===== config.mk =====
export PLATFORM = sky130hd
export DESIGN_NAME = asram_ctrl
export DESIGN_NICKNAME = d
export VERILOG_FILES = /design/src/rtl/asram_pkg.sv /design/src/rtl/asram_seq.sv /design/src/rtl/asram_dpath.sv /design/src/rtl/asram_ctrl.sv
export SDC_FILE = /design/constraint.sdc
export NUM_CORES = 1
export LEC_CHECK = 0
export ABC_CLOCK_PERIOD_IN_PS = 1700
export BUFFER_PORTS_ARGS = -buffer_cell sky130_fd_sc_hd__buf_2
export CORE_MARGIN = 2
export CORE_UTILIZATION = 47
export DETAILED_ROUTE_END_ITERATION = 6
export PLACE_DENSITY = 0.79
export SLEW_MARGIN = 20
export SYNTH_ARGS = -nofsm -noshare
export SYNTH_HDL_FRONTEND = slang
export SYNTH_SLANG_ARGS = --single-unit

===== constraint.sdc =====
create_clock -name clk -period 1.7 [get_ports clk]
set_input_delay 0.34 -clock clk [delete_from_list [all_inputs] [get_ports clk]]
set_output_delay 0.34 -clock clk [all_outputs]
set_load 0.01 [all_outputs]

===== src/rtl/asram_pkg.sv =====
package asram_pkg;

    typedef enum logic [2:0] {
        PH_IDLE   = 3'd0,
        PH_WSETUP = 3'd1,
        PH_WPULSE = 3'd2,
        PH_WHOLD  = 3'd3,
        PH_RWAIT  = 3'd4,
        PH_RTURN  = 3'd5
    } phase_e;

    typedef struct packed {
        logic ce_n;
        logic oe_n;
        logic we_n;
        logic drv;
    } strobe_t;

    function automatic strobe_t strobes_for(input phase_e ph);
        strobe_t s;
        s = '{ce_n: 1'b1, oe_n: 1'b1, we_n: 1'b1, drv: 1'b0};
        case (ph)
            PH_WSETUP: s = '{ce_n: 1'b0, oe_n: 1'b1, we_n: 1'b1, drv: 1'b1};
            PH_WPULSE: s = '{ce_n: 1'b0, oe_n: 1'b1, we_n: 1'b0, drv: 1'b1};
            PH_WHOLD:  s = '{ce_n: 1'b0, oe_n: 1'b1, we_n: 1'b1, drv: 1'b1};
            PH_RWAIT:  s = '{ce_n: 1'b0, oe_n: 1'b0, we_n: 1'b1, drv: 1'b0};
            default:   s = '{ce_n: 1'b1, oe_n: 1'b1, we_n: 1'b1, drv: 1'b0};
        endcase
        return s;
    endfunction

    function automatic int unsigned at_least_one(input int unsigned v);
        return (v == 0) ? 1 : v;
    endfunction

    function automatic int unsigned max2(input int unsigned a, input int unsigned b);
        return (a > b) ? a : b;
    endfunction

endpackage


===== src/rtl/asram_seq.sv =====
module asram_seq
    import asram_pkg::*;
#(
    parameter int unsigned CW = 2,
    parameter int unsigned LS = 1,
    parameter int unsigned LP = 1,
    parameter int unsigned LH = 1,
    parameter int unsigned LA = 1,
    parameter int unsigned LT = 1
) (
    input  logic    clk,
    input  logic    rst,
    input  logic    start,
    input  logic    start_wr,
    output logic    idle,
    output logic    capture,
    output strobe_t strb
);
    localparam logic [CW-1:0] CNT_S = CW'(LS - 1);
    localparam logic [CW-1:0] CNT_P = CW'(LP - 1);
    localparam logic [CW-1:0] CNT_H = CW'(LH - 1);
    localparam logic [CW-1:0] CNT_A = CW'(LA - 1);
    localparam logic [CW-1:0] CNT_T = CW'(LT - 1);

    phase_e        ph_q, ph_d;
    logic [CW-1:0] cnt_q, cnt_d;
    strobe_t       strb_q;
    logic          last;

    assign last = (cnt_q == '0);

    always_comb begin
        ph_d    = ph_q;
        cnt_d   = last ? cnt_q : cnt_q - 1'b1;
        capture = 1'b0;
        case (ph_q)
            PH_IDLE: begin
                cnt_d = cnt_q;
                if (start) begin
                    ph_d  = start_wr ? PH_WSETUP : PH_RWAIT;
                    cnt_d = start_wr ? CNT_S : CNT_A;
                end
            end
            PH_WSETUP: if (last) begin ph_d = PH_WPULSE; cnt_d = CNT_P; end
            PH_WPULSE: if (last) begin ph_d = PH_WHOLD;  cnt_d = CNT_H; end
            PH_WHOLD:  if (last) begin ph_d = PH_IDLE; end
            PH_RWAIT:  if (last) begin ph_d = PH_RTURN; cnt_d = CNT_T; capture = 1'b1; end
            PH_RTURN:  if (last) begin ph_d = PH_IDLE; end
            default:   ph_d = PH_IDLE;
        endcase
    end

    always_ff @(posedge clk) begin
        if (rst) begin
            ph_q   <= PH_IDLE;
            cnt_q  <= '0;
            strb_q <= strobes_for(PH_IDLE);
        end else begin
            ph_q   <= ph_d;
            cnt_q  <= cnt_d;
            strb_q <= strobes_for(ph_d);
        end
    end

    assign idle = (ph_q == PH_IDLE);
    assign strb = strb_q;

endmodule


===== src/rtl/asram_dpath.sv =====
module asram_dpath #(
    parameter int unsigned AW = 17,
    parameter int unsigned DW = 8
) (
    input  logic          clk,
    input  logic          rst,
    input  logic          load,
    input  logic [AW-1:0] addr_in,
    input  logic [DW-1:0] wdata_in,
    input  logic          capture,
    input  logic [DW-1:0] bus_in,
    output logic [AW-1:0] addr_out,
    output logic [DW-1:0] wdata_out,
    output logic [DW-1:0] rdata,
    output logic          rvalid
);
    logic [AW-1:0] addr_q;
    logic [DW-1:0] wdata_q;
    logic [DW-1:0] rdata_q;
    logic          rvalid_q;

    always_ff @(posedge clk) begin
        if (rst) begin
            addr_q   <= '0;
            wdata_q  <= '0;
            rdata_q  <= '0;
            rvalid_q <= 1'b0;
        end else begin
            if (load) begin
                addr_q  <= addr_in;
                wdata_q <= wdata_in;
            end
            if (capture) begin
                rdata_q <= bus_in;
            end
            rvalid_q <= capture;
        end
    end

    assign addr_out  = addr_q;
    assign wdata_out = wdata_q;
    assign rdata     = rdata_q;
    assign rvalid    = rvalid_q;

endmodule


===== src/rtl/asram_ctrl.sv =====
module asram_ctrl
    import asram_pkg::*;
#(
    parameter int unsigned AW       = 17,
    parameter int unsigned DW       = 8,
    parameter int unsigned T_SETUP  = 1,
    parameter int unsigned T_PULSE  = 1,
    parameter int unsigned T_HOLD   = 1,
    parameter int unsigned T_ACCESS = 1,
    parameter int unsigned T_TURN   = 1
) (
    input  logic          clk,
    input  logic          rst,
    input  logic          req_valid,
    input  logic          req_write,
    input  logic [AW-1:0] req_addr,
    input  logic [DW-1:0] req_wdata,
    output logic          req_ready,
    output logic          rsp_valid,
    output logic [DW-1:0] rsp_rdata,
    output logic          mem_ce_n,
    output logic          mem_oe_n,
    output logic          mem_we_n,
    output logic [AW-1:0] mem_addr,
    output logic [DW-1:0] mem_dq_out,
    output logic          mem_dq_oe,
    input  logic [DW-1:0] mem_dq_in
);
    localparam int unsigned LS   = at_least_one(T_SETUP);
    localparam int unsigned LP   = at_least_one(T_PULSE);
    localparam int unsigned LH   = at_least_one(T_HOLD);
    localparam int unsigned LA   = at_least_one(T_ACCESS);
    localparam int unsigned LT   = at_least_one(T_TURN);
    localparam int unsigned MAXL = max2(max2(max2(LS, LP), max2(LH, LA)), LT);
    localparam int unsigned CW   = $clog2(MAXL + 1);

    logic    idle;
    logic    take;
    logic    capture;
    strobe_t strb;

    assign take = req_valid && idle;

    asram_seq #(
        .CW(CW), .LS(LS), .LP(LP), .LH(LH), .LA(LA), .LT(LT)
    ) u_seq (
        .clk      (clk),
        .rst      (rst),
        .start    (take),
        .start_wr (req_write),
        .idle     (idle),
        .capture  (capture),
        .strb     (strb)
    );

    asram_dpath #(
        .AW(AW), .DW(DW)
    ) u_dpath (
        .clk       (clk),
        .rst       (rst),
        .load      (take),
        .addr_in   (req_addr),
        .wdata_in  (req_wdata),
        .capture   (capture),
        .bus_in    (mem_dq_in),
        .addr_out  (mem_addr),
        .wdata_out (mem_dq_out),
        .rdata     (rsp_rdata),
        .rvalid    (rsp_valid)
    );

    assign req_ready = idle;
    assign mem_ce_n  = strb.ce_n;
    assign mem_oe_n  = strb.oe_n;
    assign mem_we_n  = strb.we_n;
    assign mem_dq_oe = strb.drv;

endmodule


* After elaboration in Yosys (flattened, before gate mapping)
Index checks and enable logic that the tools add are counted.
** Storage, ports and cells
- Output and inout port bits :: 39
- Flip-flop bits (word level) :: 42
- Bits of input ports :: 37
- Logic and storage cells :: 40
** Cells by class
- Equality and inequality tests :: 10
- Add/subtract/negate cells :: 1
- Mux-type cells :: 14
- Reductions and logical operators :: 5
** Operators with widths (count)
- 2-to-1 mux 3 bit :: 6
- one-hot mux 3 bit (5 select lines) :: 1
- == test 3 x 2 -> 1 bit (second input constant) :: 4
- one-hot mux 4 bit (3 select lines) :: 1
- == test 3 bit (second input constant) :: 3
- == test 3 x 1 -> 1 bit (second input constant) :: 2
- 2-to-1 mux 1 bit :: 5
- OR reduction 2 bit :: 2
- zero test 3 bit :: 1
- OR reduction 3 bit :: 1
- != test 2 x 1 -> 1 bit (second input constant) :: 1
- one-hot mux 1 bit (2 select lines) :: 1
- logical AND 1 bit :: 1
- subtractor 1 bit (second input constant) :: 1

* Longest topological paths before layout
- Depth in word-level cells :: 7
- Gate-level depth with buffers :: 5

* Cells and area by module
Synthesis repeated with hierarchy kept, for this count alone.
** Second synthesis, totals
- Cell total of the unflattened synthesis :: 135
- Area total of the unflattened synthesis :: 1488.9 µm²
** Modules (own cells, without submodules)
- asram_dpath :: area an instance 1217.4 µm², instances 1, cells an instance 109
- asram_seq :: area an instance 265.3 µm², instances 1, cells an instance 25
- asram_ctrl :: area an instance 6.3 µm², instances 1, cells an instance 1

* Worst setup path after synthesis
No wires, ideal clock.
- Path kind :: register -> register
- Start :: reg u_seq.ph_q[2]
- End :: reg u_dpath.addr_q[0] (netlist: u_dpath.addr_out[0])
- Required time :: 1.628 ns
- Data arrival time :: 1.147 ns
- Cell stages (with the launch flop) :: 6
- Path buffers :: 3
- Path slack :: 0.482 ns
- Path through :: dfxtp_1 buf_6 nor4b_4 buf_6 buf_12 mux2i_1
** On the way
- Cells in the longest elaborated chain, start to end :: 2
** RTL lines
- from (decl) :: line asram_seq.sv:25 : phase_e ph_q, ph_d;
- from (signal assigned) :: line asram_seq.sv:59 : ph_q <= ph_d;
- zero test 3 bit :: line asram_seq.sv:65 : assign idle = (ph_q == PH_IDLE);
- logical AND 1 bit :: line asram_ctrl.sv:42 : assign take = req_valid && idle;
- to (signal assigned) :: line asram_dpath.sv:30 : addr_q <= addr_in;
- to (decl) :: line asram_dpath.sv:17 : logic [AW-1:0] addr_q;
Every way passes these cells.
A chain may end at the register's enable or synchronous reset.

* Worst setup path after layout
- Start :: reg u_seq.ph_q[0]
- End :: out req_ready
** On the way
- Cells in the longest elaborated chain, start to end :: 1
** RTL lines
- zero test 3 bit :: line asram_seq.sv:65
- to (decl) :: line asram_ctrl.sv:18 : output logic req_ready,
Every way passes these cells.

==> impl_metrics.tcl <==
set metrics [dict create \
    synth.net_count 211 \
    total_power_w 0.00219 \
    layout.nets 282 \
    worst_slack_ps 247 \
    grt_pass1_wl_um 5260 \
    path_class "register to output pin" \
    synth.largest_area_cell "dfxtp_1" \
    grt_max_degree 72 \
    status "finished clean" \
    powerDensity_nw_per_um2 962 \
    cts_buffers 5 \
    clock_latency_ps 280 \
    required_ps 1360 \
    cp_slowest_stage_delay_ps 580 \
    postRouteAntennaNets 0 \
    p_leak_nw 1.05 \
    post_drt_wl_per_cell_um 11.1 \
    drc 0 \
    rsz0062_at_grt "false" \
    dp_hpwl_um 2310 \
    cts_hold_buf 0 \
    hold_viol_final 0 \
    cap_viol_max_count 0 \
    synth.yosys.seq_area_share_pct 45.3 \
    fmax_mhz 688 \
    cts_htree_levels 2 \
    die_w_um 66.1 \
    antenna_found_initial 0 \
    fin_crit_sh_pct 85.5 \
    cp.arrival_ps 1110 \
    synthTopCellsByArea "dfxtp_1, nand2b_1, mux2i_1" \
    tns_ps 0 \
    gp_congestion 0.774 \
    dieArea_um2 4370 \
    ir_worst_vdd_mv 0.464 \
    fin_skew_ps 2.84 \
    wirelength_um 3240 \
    cts_tree "yes" \
    drive_gt1_share_pct 35.1 \
    setup_viol 0 \
    maxSlewHeadroom_pct 71.1 \
    via_count 1360 \
    clk_path_buf_depth 2 \
    synthDistinctLibCells 23 \
    grtUsageTotal_pct 15.6 \
    grt_pass1_vias 1210 \
    core.rowCount 22 \
    final_common_cell "buf_2" \
    worstPathMaxFanout 11 \
    die_y_um 66.1 \
    cts.clk_slew.worst_paths_ps 70 \
    synth_top_area_share_pct 45.3 \
    drt-pass1-iter-count 4 \
    start_kind "register" \
    min_period_ps 1450 \
    cts.sinks 41 \
    post_cts_resized 0 \
    syn2layout_area_growth_pct 25.8 \
    avgViaCountPerCell 4.64 \
    start_util_pct 49.1 \
    design.core.area_um2 3690 \
    n_antenna_cell 0 \
    port_buffers 75 \
    initialDrtViolationCount 61 \
    pin_count 76 \
    overflow 0 \
    endpoint_kind "output pin" \
    syn_inst 174 \
    drv_slew 0 \
    yosys_warnings 0 \
    crit_chain "nor3_1 > buf_2" \
    tightestPinTransition_ps 433 \
    ys_ff_latch 41 \
    root_buffer "clkbuf_8" \
    postSynthAreaPerCell_um2 10.4 \
    dp_slack_ps 386 \
    layout_common_cells "buf_2, nand2b_1, dfxtp_1, mux2i_1, clkbuf_8" \
    cp_slowest_cell "dfxtp_1" \
    netlist_area_um2 1810 \
    min_path_type "primary input to register" \
    post_cts_buffers 0 \
]
-- worst max-delay path, delay by kind of cell (launching register included) --
family / cells / cell delay [ps]
and+or+nand+nor: 1 / 90
buffers and inverters: 1 / 150
DFF: 1 / 580
-- report_power, final --
group | total (W) | internal [W] | leakage (nW) | switching, W
Combinational | 0.000454 | 0.000244 | 0.670 | 0.000210
Sequential | 0.00112 | 0.00105 | 0.336 | 0.0000658
Clock | 0.000621 | 0.000322 | 0.0443 | 0.000299
-- routing by layer --
layer  track usage, %  part of all wire (%)  vias up
met2             24.8                    44       55
met1             19.2                    46      593
met5                0                     0        -
met4             6.12                   1.8        0
met3             5.62                   8.4        7
li1                 -                     -      705
-- final cells by class --
type / count / area (um^2)
tap: 48 / 60.1
clock buffer: 7 / 86.3
timing repair buffer: 78 / 423
sequential: 41 / 821
fill: 334 / 1410
multi-input combinational: 119 / 890
-- registers in the layout, summed over array words and instances (netlist names) --
register and count:
u_seq.ph_q 3, u_dpath.wdata_out 8, u_seq.strb 4, u_dpath.rdata 8, u_dpath.addr_out 17, u_dpath.rvalid 1
-- per-stage QoR --
step | hold slack (ps) | utilization, % | cells | area, um^2
final | 303 | 61.8 | 293 | 2280
after global routing | 305 | 61.8 | 293 | 2280
after CTS | 298 | 61.8 | 293 | 2280
after detailed placement | 461 | 59.5 | 286 | 2190
after global placement | 455 | 59.5 | 286 | 2190
after floorplan | 466 | - | 174 | 1810
-- synthesized netlist by cell type (all sizes together) --
cell / instances
nand2: 1
a211o: 1
and3: 1
nand2b: 66
o21a: 1
xnor2: 1
buf: 7
nor2: 2
clkbuf: 7
nand3b: 1
a2111oi: 1
mux2i: 33
nand3: 2
nor2b: 2
nor3: 3
a211oi: 1
or3: 1
dfxtp: 41
nor4b: 1
nor3b: 1
-- final timing paths --
path         slack (ps)                    to                 start  cells after the start
max                 250             req_ready         u_seq.ph_q[0]                      2
max reg2reg         380  u_dpath.wdata_out[6]         u_seq.ph_q[0]                      3
min                 300  u_dpath.addr_out[15]          req_addr[15]                      3
min reg2reg         470  u_dpath.wdata_out[5]  u_dpath.wdata_out[5]                      2
-- kinds of logic (layout without fill, tap and decap cells) --
group | Yosys count | in the layout | share of synthesized area [%]
simple gates | 81 | 81 | 28.3
buf+inv | 14 | 85 | 5.87
flops | 41 | 41 | 45.3
xor+xnor | 1 | 1 | 0.484
compound gates | 4 | 4 | 1.80
mux | 33 | 33 | 18.2
Note: power is estimated with default switching activity, not from simulation.
